===== config.mk =====
export PLATFORM = sky130hd
export DESIGN_NAME = mfq_port
export DESIGN_NICKNAME = d
export VERILOG_FILES = /design/src/rtl/mfq_pkg.sv /design/src/rtl/mfq_ring.sv /design/src/rtl/mfq_host_ctl.sv /design/src/rtl/mfq_port.sv
export SDC_FILE = /design/constraint.sdc
export NUM_CORES = 2
export LEC_CHECK = 0
export BUFFER_PORTS_ARGS = -buffer_cell sky130_fd_sc_hd__buf_2
export CORE_MARGIN = 3
export CORE_UTILIZATION = 60
export DETAILED_ROUTE_END_ITERATION = 6
export PLACE_DENSITY = 0.86
export SYNTH_ARGS = -nofsm -noshare
export SYNTH_HDL_FRONTEND = slang
export SYNTH_HIERARCHICAL = 1
export SYNTH_SLANG_ARGS = --single-unit

===== constraint.sdc =====
create_clock -name clk -period 6.35 [get_ports clk]
set_clock_uncertainty 0.15 [all_clocks]
set_input_delay 1.27 -clock clk [delete_from_list [all_inputs] [get_ports clk]]
set_output_delay 1.27 -clock clk [all_outputs]
set_load 0.05 [all_outputs]

===== src/rtl/mfq_pkg.sv =====
package mfq_pkg;

    // Queue indices; also the bit order of q_empty / q_full
    localparam int QI_IN_FREE  = 0;
    localparam int QI_IN_POST  = 1;
    localparam int QI_OUT_POST = 2;
    localparam int QI_OUT_FREE = 3;
    localparam int NUM_Q       = 4;

    // Outcome of the previous cycle's host access
    typedef enum logic [2:0] {
        ST_IDLE        = 3'd0,
        ST_RD_OK       = 3'd1,
        ST_RD_EMPTY    = 3'd2,
        ST_WR_OK       = 3'd3,
        ST_WR_DROP     = 3'd4,
        ST_RD_UNMAPPED = 3'd5,
        ST_WR_IGNORED  = 3'd6
    } host_state_e;

endpackage


===== src/rtl/mfq_ring.sv =====
module mfq_ring #(
    parameter int DW    = 32,
    parameter int DEPTH = 16
) (
    input  logic          clk,
    input  logic          rst_n,
    input  logic          push,
    input  logic [DW-1:0] push_data,
    input  logic          pop,
    output logic [DW-1:0] head_data,
    output logic          empty,
    output logic          full
);
    localparam int AW = (DEPTH > 1) ? $clog2(DEPTH) : 1;
    localparam int CW = $clog2(DEPTH + 1);
    localparam logic [AW-1:0] LAST = AW'(DEPTH - 1);

    logic [DW-1:0] mem [DEPTH];
    logic [AW-1:0] wr_ptr;
    logic [AW-1:0] rd_ptr;
    logic [CW-1:0] count;

    function automatic logic [AW-1:0] bump(input logic [AW-1:0] p);
        return (p == LAST) ? '0 : p + 1'b1;
    endfunction

    always_ff @(posedge clk) begin
        if (push) begin
            mem[wr_ptr] <= push_data;
        end
    end

    always_ff @(posedge clk) begin
        if (!rst_n) begin
            wr_ptr <= '0;
            rd_ptr <= '0;
            count  <= '0;
        end else begin
            if (push) begin
                wr_ptr <= bump(wr_ptr);
            end
            if (pop) begin
                rd_ptr <= bump(rd_ptr);
            end
            unique case ({push, pop})
                2'b10:   count <= count + 1'b1;
                2'b01:   count <= count - 1'b1;
                default: count <= count;
            endcase
        end
    end

    assign head_data = mem[rd_ptr];
    assign empty     = (count == '0);
    assign full      = (count == CW'(DEPTH));

    // the qualifying logic upstream never pushes a full queue
    p_no_overflow_r8: assert property (@(posedge clk) disable iff (!rst_n)
        full |-> !push);

    // never pops an empty queue
    p_no_underflow_r6: assert property (@(posedge clk) disable iff (!rst_n)
        empty |-> !pop);

    // occupancy stays within the depth
    p_count_bound_r8: assert property (@(posedge clk) disable iff (!rst_n)
        count <= CW'(DEPTH));

endmodule


===== src/rtl/mfq_host_ctl.sv =====
module mfq_host_ctl
    import mfq_pkg::*;
#(
    parameter int            DW      = 32,
    parameter int            AW      = 12,
    parameter logic [AW-1:0] IN_OFS  = 12'h040,
    parameter logic [AW-1:0] OUT_OFS = 12'h044
) (
    input  logic          clk,
    input  logic          rst_n,
    input  logic          sel,
    input  logic          wr,
    input  logic [AW-1:0] addr,
    input  logic          in_free_empty,
    input  logic [DW-1:0] in_free_head,
    input  logic          in_post_full,
    input  logic          out_post_empty,
    input  logic [DW-1:0] out_post_head,
    input  logic          out_free_full,
    output logic          in_free_pop,
    output logic          in_post_push,
    output logic          out_post_pop,
    output logic          out_free_push,
    output logic [DW-1:0] rdata,
    output logic          rvalid,
    output logic          overflow
);
    host_state_e   state_q;
    host_state_e   state_d;
    logic [DW-1:0] rdata_d;
    logic          hit_in;
    logic          hit_out;

    assign hit_in  = (addr == IN_OFS);
    assign hit_out = (addr == OUT_OFS);

    // Next state, queue strobes and read data for this cycle's access
    always_comb begin
        state_d       = ST_IDLE;
        rdata_d       = rdata;
        in_free_pop   = 1'b0;
        in_post_push  = 1'b0;
        out_post_pop  = 1'b0;
        out_free_push = 1'b0;
        if (sel) begin
            if (hit_in) begin
                if (wr) begin
                    if (!in_post_full) begin
                        in_post_push = 1'b1;
                        state_d      = ST_WR_OK;
                    end else begin
                        state_d      = ST_WR_DROP;
                    end
                end else if (!in_free_empty) begin
                    in_free_pop = 1'b1;
                    rdata_d     = in_free_head;
                    state_d     = ST_RD_OK;
                end else begin
                    rdata_d     = '1;
                    state_d     = ST_RD_EMPTY;
                end
            end else if (hit_out) begin
                if (wr) begin
                    if (!out_free_full) begin
                        out_free_push = 1'b1;
                        state_d       = ST_WR_OK;
                    end else begin
                        state_d       = ST_WR_DROP;
                    end
                end else if (!out_post_empty) begin
                    out_post_pop = 1'b1;
                    rdata_d      = out_post_head;
                    state_d      = ST_RD_OK;
                end else begin
                    rdata_d      = '1;
                    state_d      = ST_RD_EMPTY;
                end
            end else if (wr) begin
                state_d = ST_WR_IGNORED;
            end else begin
                rdata_d = '0;
                state_d = ST_RD_UNMAPPED;
            end
        end
    end

    // State register
    always_ff @(posedge clk) begin
        if (!rst_n) begin
            state_q <= ST_IDLE;
        end else begin
            state_q <= state_d;
        end
    end

    // Registered data path: read data and sticky overflow
    always_ff @(posedge clk) begin
        if (!rst_n) begin
            rdata    <= '0;
            overflow <= 1'b0;
        end else begin
            rdata <= rdata_d;
            if (state_d == ST_WR_DROP) begin
                overflow <= 1'b1;
            end
        end
    end

    // Outputs decoded from the state
    always_comb begin
        unique case (state_q)
            ST_RD_OK, ST_RD_EMPTY, ST_RD_UNMAPPED: rvalid = 1'b1;
            ST_IDLE, ST_WR_OK, ST_WR_DROP, ST_WR_IGNORED: rvalid = 1'b0;
            default: rvalid = 1'b0;
        endcase
    end

    // every read strobe is answered on the next cycle
    p_read_latency_r2: assert property (@(posedge clk) disable iff (!rst_n)
        (sel && !wr) |=> rvalid);

    // an empty source queue yields all ones
    p_empty_read_r6: assert property (@(posedge clk) disable iff (!rst_n)
        (sel && !wr && hit_in && in_free_empty) |=> (rvalid && rdata == '1));

    // overflow never falls outside reset
    p_sticky_ovf_r7: assert property (@(posedge clk) disable iff (!rst_n)
        overflow |=> overflow);

    // strobes to other offsets move no queue
    p_unmapped_r10: assert property (@(posedge clk) disable iff (!rst_n)
        (sel && !hit_in && !hit_out) |->
            !(in_free_pop || in_post_push || out_post_pop || out_free_push));

endmodule


===== src/rtl/mfq_port.sv =====
module mfq_port
    import mfq_pkg::*;
#(
    parameter int            DATA_W  = 32,
    parameter int            ADDR_W  = 12,
    parameter int            DEPTH   = 16,
    parameter logic [ADDR_W-1:0] IN_OFS  = 12'h040,
    parameter logic [ADDR_W-1:0] OUT_OFS = 12'h044
) (
    input  logic              clk,
    input  logic              rst_n,
    input  logic              host_sel,
    input  logic              host_wr,
    input  logic [ADDR_W-1:0] host_addr,
    input  logic [DATA_W-1:0] host_wdata,
    output logic [DATA_W-1:0] host_rdata,
    output logic              host_rvalid,
    input  logic              lf_push_valid,
    input  logic [DATA_W-1:0] lf_push_data,
    output logic              lf_push_ready,
    input  logic              op_push_valid,
    input  logic [DATA_W-1:0] op_push_data,
    output logic              op_push_ready,
    output logic              ip_pop_valid,
    output logic [DATA_W-1:0] ip_pop_data,
    input  logic              ip_pop_ready,
    output logic              of_pop_valid,
    output logic [DATA_W-1:0] of_pop_data,
    input  logic              of_pop_ready,
    output logic [NUM_Q-1:0]  q_empty,
    output logic [NUM_Q-1:0]  q_full,
    output logic              overflow,
    output logic              post_irq
);
    logic [NUM_Q-1:0]             q_push;
    logic [NUM_Q-1:0]             q_pop;
    logic [NUM_Q-1:0][DATA_W-1:0] q_wdata;
    logic [NUM_Q-1:0][DATA_W-1:0] q_head;

    logic h_in_free_pop;
    logic h_in_post_push;
    logic h_out_post_pop;
    logic h_out_free_push;

    mfq_host_ctl #(
        .DW      (DATA_W),
        .AW      (ADDR_W),
        .IN_OFS  (IN_OFS),
        .OUT_OFS (OUT_OFS)
    ) u_host (
        .clk            (clk),
        .rst_n          (rst_n),
        .sel            (host_sel),
        .wr             (host_wr),
        .addr           (host_addr),
        .in_free_empty  (q_empty[QI_IN_FREE]),
        .in_free_head   (q_head[QI_IN_FREE]),
        .in_post_full   (q_full[QI_IN_POST]),
        .out_post_empty (q_empty[QI_OUT_POST]),
        .out_post_head  (q_head[QI_OUT_POST]),
        .out_free_full  (q_full[QI_OUT_FREE]),
        .in_free_pop    (h_in_free_pop),
        .in_post_push   (h_in_post_push),
        .out_post_pop   (h_out_post_pop),
        .out_free_push  (h_out_free_push),
        .rdata          (host_rdata),
        .rvalid         (host_rvalid),
        .overflow       (overflow)
    );

    // Queue steering: the host pops what the local side pushes, and vice versa
    assign q_push[QI_IN_FREE]   = lf_push_valid && !q_full[QI_IN_FREE];
    assign q_pop [QI_IN_FREE]   = h_in_free_pop;
    assign q_wdata[QI_IN_FREE]  = lf_push_data;

    assign q_push[QI_IN_POST]   = h_in_post_push;
    assign q_pop [QI_IN_POST]   = ip_pop_ready && !q_empty[QI_IN_POST];
    assign q_wdata[QI_IN_POST]  = host_wdata;

    assign q_push[QI_OUT_POST]  = op_push_valid && !q_full[QI_OUT_POST];
    assign q_pop [QI_OUT_POST]  = h_out_post_pop;
    assign q_wdata[QI_OUT_POST] = op_push_data;

    assign q_push[QI_OUT_FREE]  = h_out_free_push;
    assign q_pop [QI_OUT_FREE]  = of_pop_ready && !q_empty[QI_OUT_FREE];
    assign q_wdata[QI_OUT_FREE] = host_wdata;

    for (genvar gi = 0; gi < NUM_Q; gi++) begin : g_ring
        mfq_ring #(
            .DW    (DATA_W),
            .DEPTH (DEPTH)
        ) u_ring (
            .clk       (clk),
            .rst_n     (rst_n),
            .push      (q_push[gi]),
            .push_data (q_wdata[gi]),
            .pop       (q_pop[gi]),
            .head_data (q_head[gi]),
            .empty     (q_empty[gi]),
            .full      (q_full[gi])
        );
    end

    assign lf_push_ready = !q_full[QI_IN_FREE];
    assign op_push_ready = !q_full[QI_OUT_POST];
    assign ip_pop_valid  = !q_empty[QI_IN_POST];
    assign ip_pop_data   = q_head[QI_IN_POST];
    assign of_pop_valid  = !q_empty[QI_OUT_FREE];
    assign of_pop_data   = q_head[QI_OUT_FREE];
    assign post_irq      = !q_empty[QI_IN_POST];

    // a host push and a local pop of the inbound posted queue in one
    // cycle leave it non-empty
    p_same_cycle_r11: assert property (@(posedge clk) disable iff (!rst_n)
        (h_in_post_push && q_pop[QI_IN_POST]) |=> !q_empty[QI_IN_POST]);

endmodule


==> impl_metrics.tcl <==
set metrics [dict create \
    crit_type "reg2out" \
    synth_area_leaders "edfxtp_1 (75%), mux4_2 (15%), dfxtp_1 (2.5%), a22oi_1 (1.8%), and2_1 (0.75%)" \
    routed_wl_um 223000 \
    cellLeakagePower_nw 28.7 \
    grt_pass1_vias 43800 \
    grt_overflow_total 0 \
    crit_chain "buf_4 > mux4_2 > mux4_2 > buf_2" \
    finalHoldViolCount 0 \
    clk_path_buf_depth 3 \
    rsz0062_at_grt "no" \
    synth_seq_cells 2152 \
    die_w_um 377 \
    drive_gt1_share_pct 28.3 \
    max-cap-violations 0 \
    ctsHoldBuffers 0 \
    grt_max_degree 129 \
    power.density_nw_per_um2 316 \
    hp-class "reg2reg" \
    syn_area_per_cell_um2 21.9 \
    tns_ps 0 \
    yosysWarnings 6 \
    async_flop_share_pct 0 \
    grt_use_met2_pct 51.9 \
    rrSetupSlack_ps 1660 \
    cts_root_buf "clkbuf_16" \
    postSynthCellCount 3764 \
    portBuffers 226 \
    drcViolationCount 0 \
    crit_path_end "of_pop_data[1]" \
    clkTransAtPathRegs_ps 70 \
    ant_nets 0 \
    synth_commonest_cells "edfxtp_1 (2048), mux4_2 (536), a22oi_1 (193)" \
    cpLargestDelayFamily "multiplexers" \
    nNetsFinal 4178 \
    vias 43400 \
    rows 135 \
    slowest_delay_ps 1000 \
    ioPinCount 227 \
    dieArea_um2 142000 \
    cp_common_cell "mux4_2" \
    vdd_ir_drop_max_mv 0.315 \
    avgViaCountPerCell 7.24 \
    fillers 7498 \
    syn_nets 3915 \
    relSlewSlack_pct 13.4 \
    path_max_fanout 44 \
    synth_edf_count 2048 \
    wire_per_inst_um 37.2 \
    grt.met3_usage_pct 7.82 \
    max_freq_mhz 191 \
    synth_seq_area_share_pct 77.1 \
    dr.pass1.iters 6 \
    initial_utilization_pct 60.6 \
    yosysMostFrequentCell "edfxtp_1" \
    gr-usage-all-layers_pct 31.4 \
    use_met1_pct 39.0 \
    post-route-util_pct 67.6 \
    worstSkewPairLatency_ps 850 \
    tightest_slew_ps 1300 \
    antenna_found_initial 26 \
    cts_setup_buffers 0 \
    outcome "complete, no violations" \
    cp_num_cells 4 \
    busiest_layer "met2" \
    r2r-start "g_ring[0].u_ring/count[1]" \
    end_kind "output port" \
    fp.dieH_um 377 \
    grt_pass1_wl_um 317000 \
    min_from "u_host/overflow" \
    cts.sinks 2152 \
    synthesis.area_um2 82500 \
    place.gp.congestion 0.801 \
    cp.required_ps 4930 \
    finalCritPeriodShare_pct 82.6 \
    finalCriticalPeriod_ps 5250 \
    worstPathBufferInverterCount 2 \
    placed_cells 5611 \
    r2r_end "g_ring[0].u_ring/count[4]" \
    yosysTopAreaCell "edfxtp_1" \
    htree_num_levels 4 \
    ctsResizeCount 0 \
    cts_tree "yes" \
    dp_hpwl_um 104000 \
    yosysUniqueCellTypes 57 \
    synth_top_area_share_pct 74.6 \
    fp.coreArea_um2 136000 \
    setup_viol 0 \
    rr_worst_depth 10 \
    slowest_stage "dfxtp_4" \
    arrival_ps 3830 \
    cts_buffers 195 \
    area_growth_syn_to_layout_pct 11.5 \
    start_kind "register" \
    finalMaxSlewViolations 0 \
    first_iter_violations 7403 \
    synth_ff_type "edfxtp_1" \
    fin_cells 5994 \
]
==> final cells by class <==
cell class	instances	area [um2]	area share (%)
multi-input cells	1383	17800	19.4
repair buffers	265	1510	1.64
inverters	30	113	0.122
clock inverters	129	1530	1.67
well taps	1781	2230	2.42
diodes	21	52.6	0.0572
flip-flops and latches	2152	63600	69.2
clock buffers	233	5050	5.50
==> metal layers <==
metal  vias up  routed length [um]
met2      4104              112000
met4        10               13800
met3       796               26500
li1      16400                   -
met5         -                  57
met1     22100               70100
==> cells by family after synthesis <==
| family | after synthesis | share of synthesized area [%] |
|---|---|---|
| AOI/OAI and AO/OA | 339 | 2.90 |
| buffers and inverters | 229 | 1.46 |
| muxes | 561 | 15.1 |
| adders and majority gates | 35 | 0.531 |
| xor gates and xnor gates | 20 | 0.212 |
| DFF | 2152 | 77.1 |
| and+or+nand+nor | 428 | 2.70 |
==> placed cells by master, fill, tap and decap left out, drive strengths merged, types with 9 or more instances in the layout <==
master / count
a21oi: 32
a22oi: 193
and2: 99
buf: 265
bufinv: 25
clkbuf: 233
clkinv: 84
clkinvlp: 9
dfxtp: 104
diode: 21
edfxtp: 2048
ha: 35
inv: 41
mux2i: 16
mux4: 544
nand2: 160
nand2b: 14
nand3: 19
nand4b: 9
nor2: 50
nor2b: 15
nor3: 11
o21ai: 21
o22ai: 32
o31ai: 33
or3: 11
xor2: 17
==> worst min path at each step <==
stage	end	cells past startpoint	slack (ps)
2_1_floorplan	g_ring[3].u_ring/count[4]	2	300
3_3_place_gp	u_host/overflow	2	300
3_5_place_dp	u_host/overflow	2	330
4_1_cts	u_host/overflow	2	340
5_1_grt	u_host/overflow	2	370
6_report	u_host/overflow	2	360
==> metrics by stage <==
stage | power [mW] | hold slack [ps] | setup slack [ps] | instance area [um2]
after floorplan | 16.6 | 298 | 1890 | 82500
after global placement | 17.1 | 299 | 1290 | 85300
after detailed placement | 17.1 | 331 | 1110 | 85300
after CTS | 29.1 | 342 | 1040 | 91900
after global routing | 29.7 | 372 | 912 | 91900
final | 29.1 | 359 | 1100 | 91900
==> flip-flops by register name, indices dropped and copies added (netlist names), named ones only <==
signal	cells
g_ring.u_ring/mem	2048
u_host/rdata	32
g_ring.u_ring/count	20
g_ring.u_ring/rd_ptr	16
g_ring.u_ring/wr_ptr	16
u_host/state_q	3
u_host/overflow	1
==> worst min-delay path: stages (launching register included) <==
cell	delay [ps]
dfxtp_1	340
nand2_1	90
o41ai_2	60
==> power by group <==
part	internal (mW)	switching (mW)
clock	6.77	5.42
combinational	0.383	0.813
sequential	15.6	0.0795
total	22.8	6.32
Power figures use the tool's default switching activity.
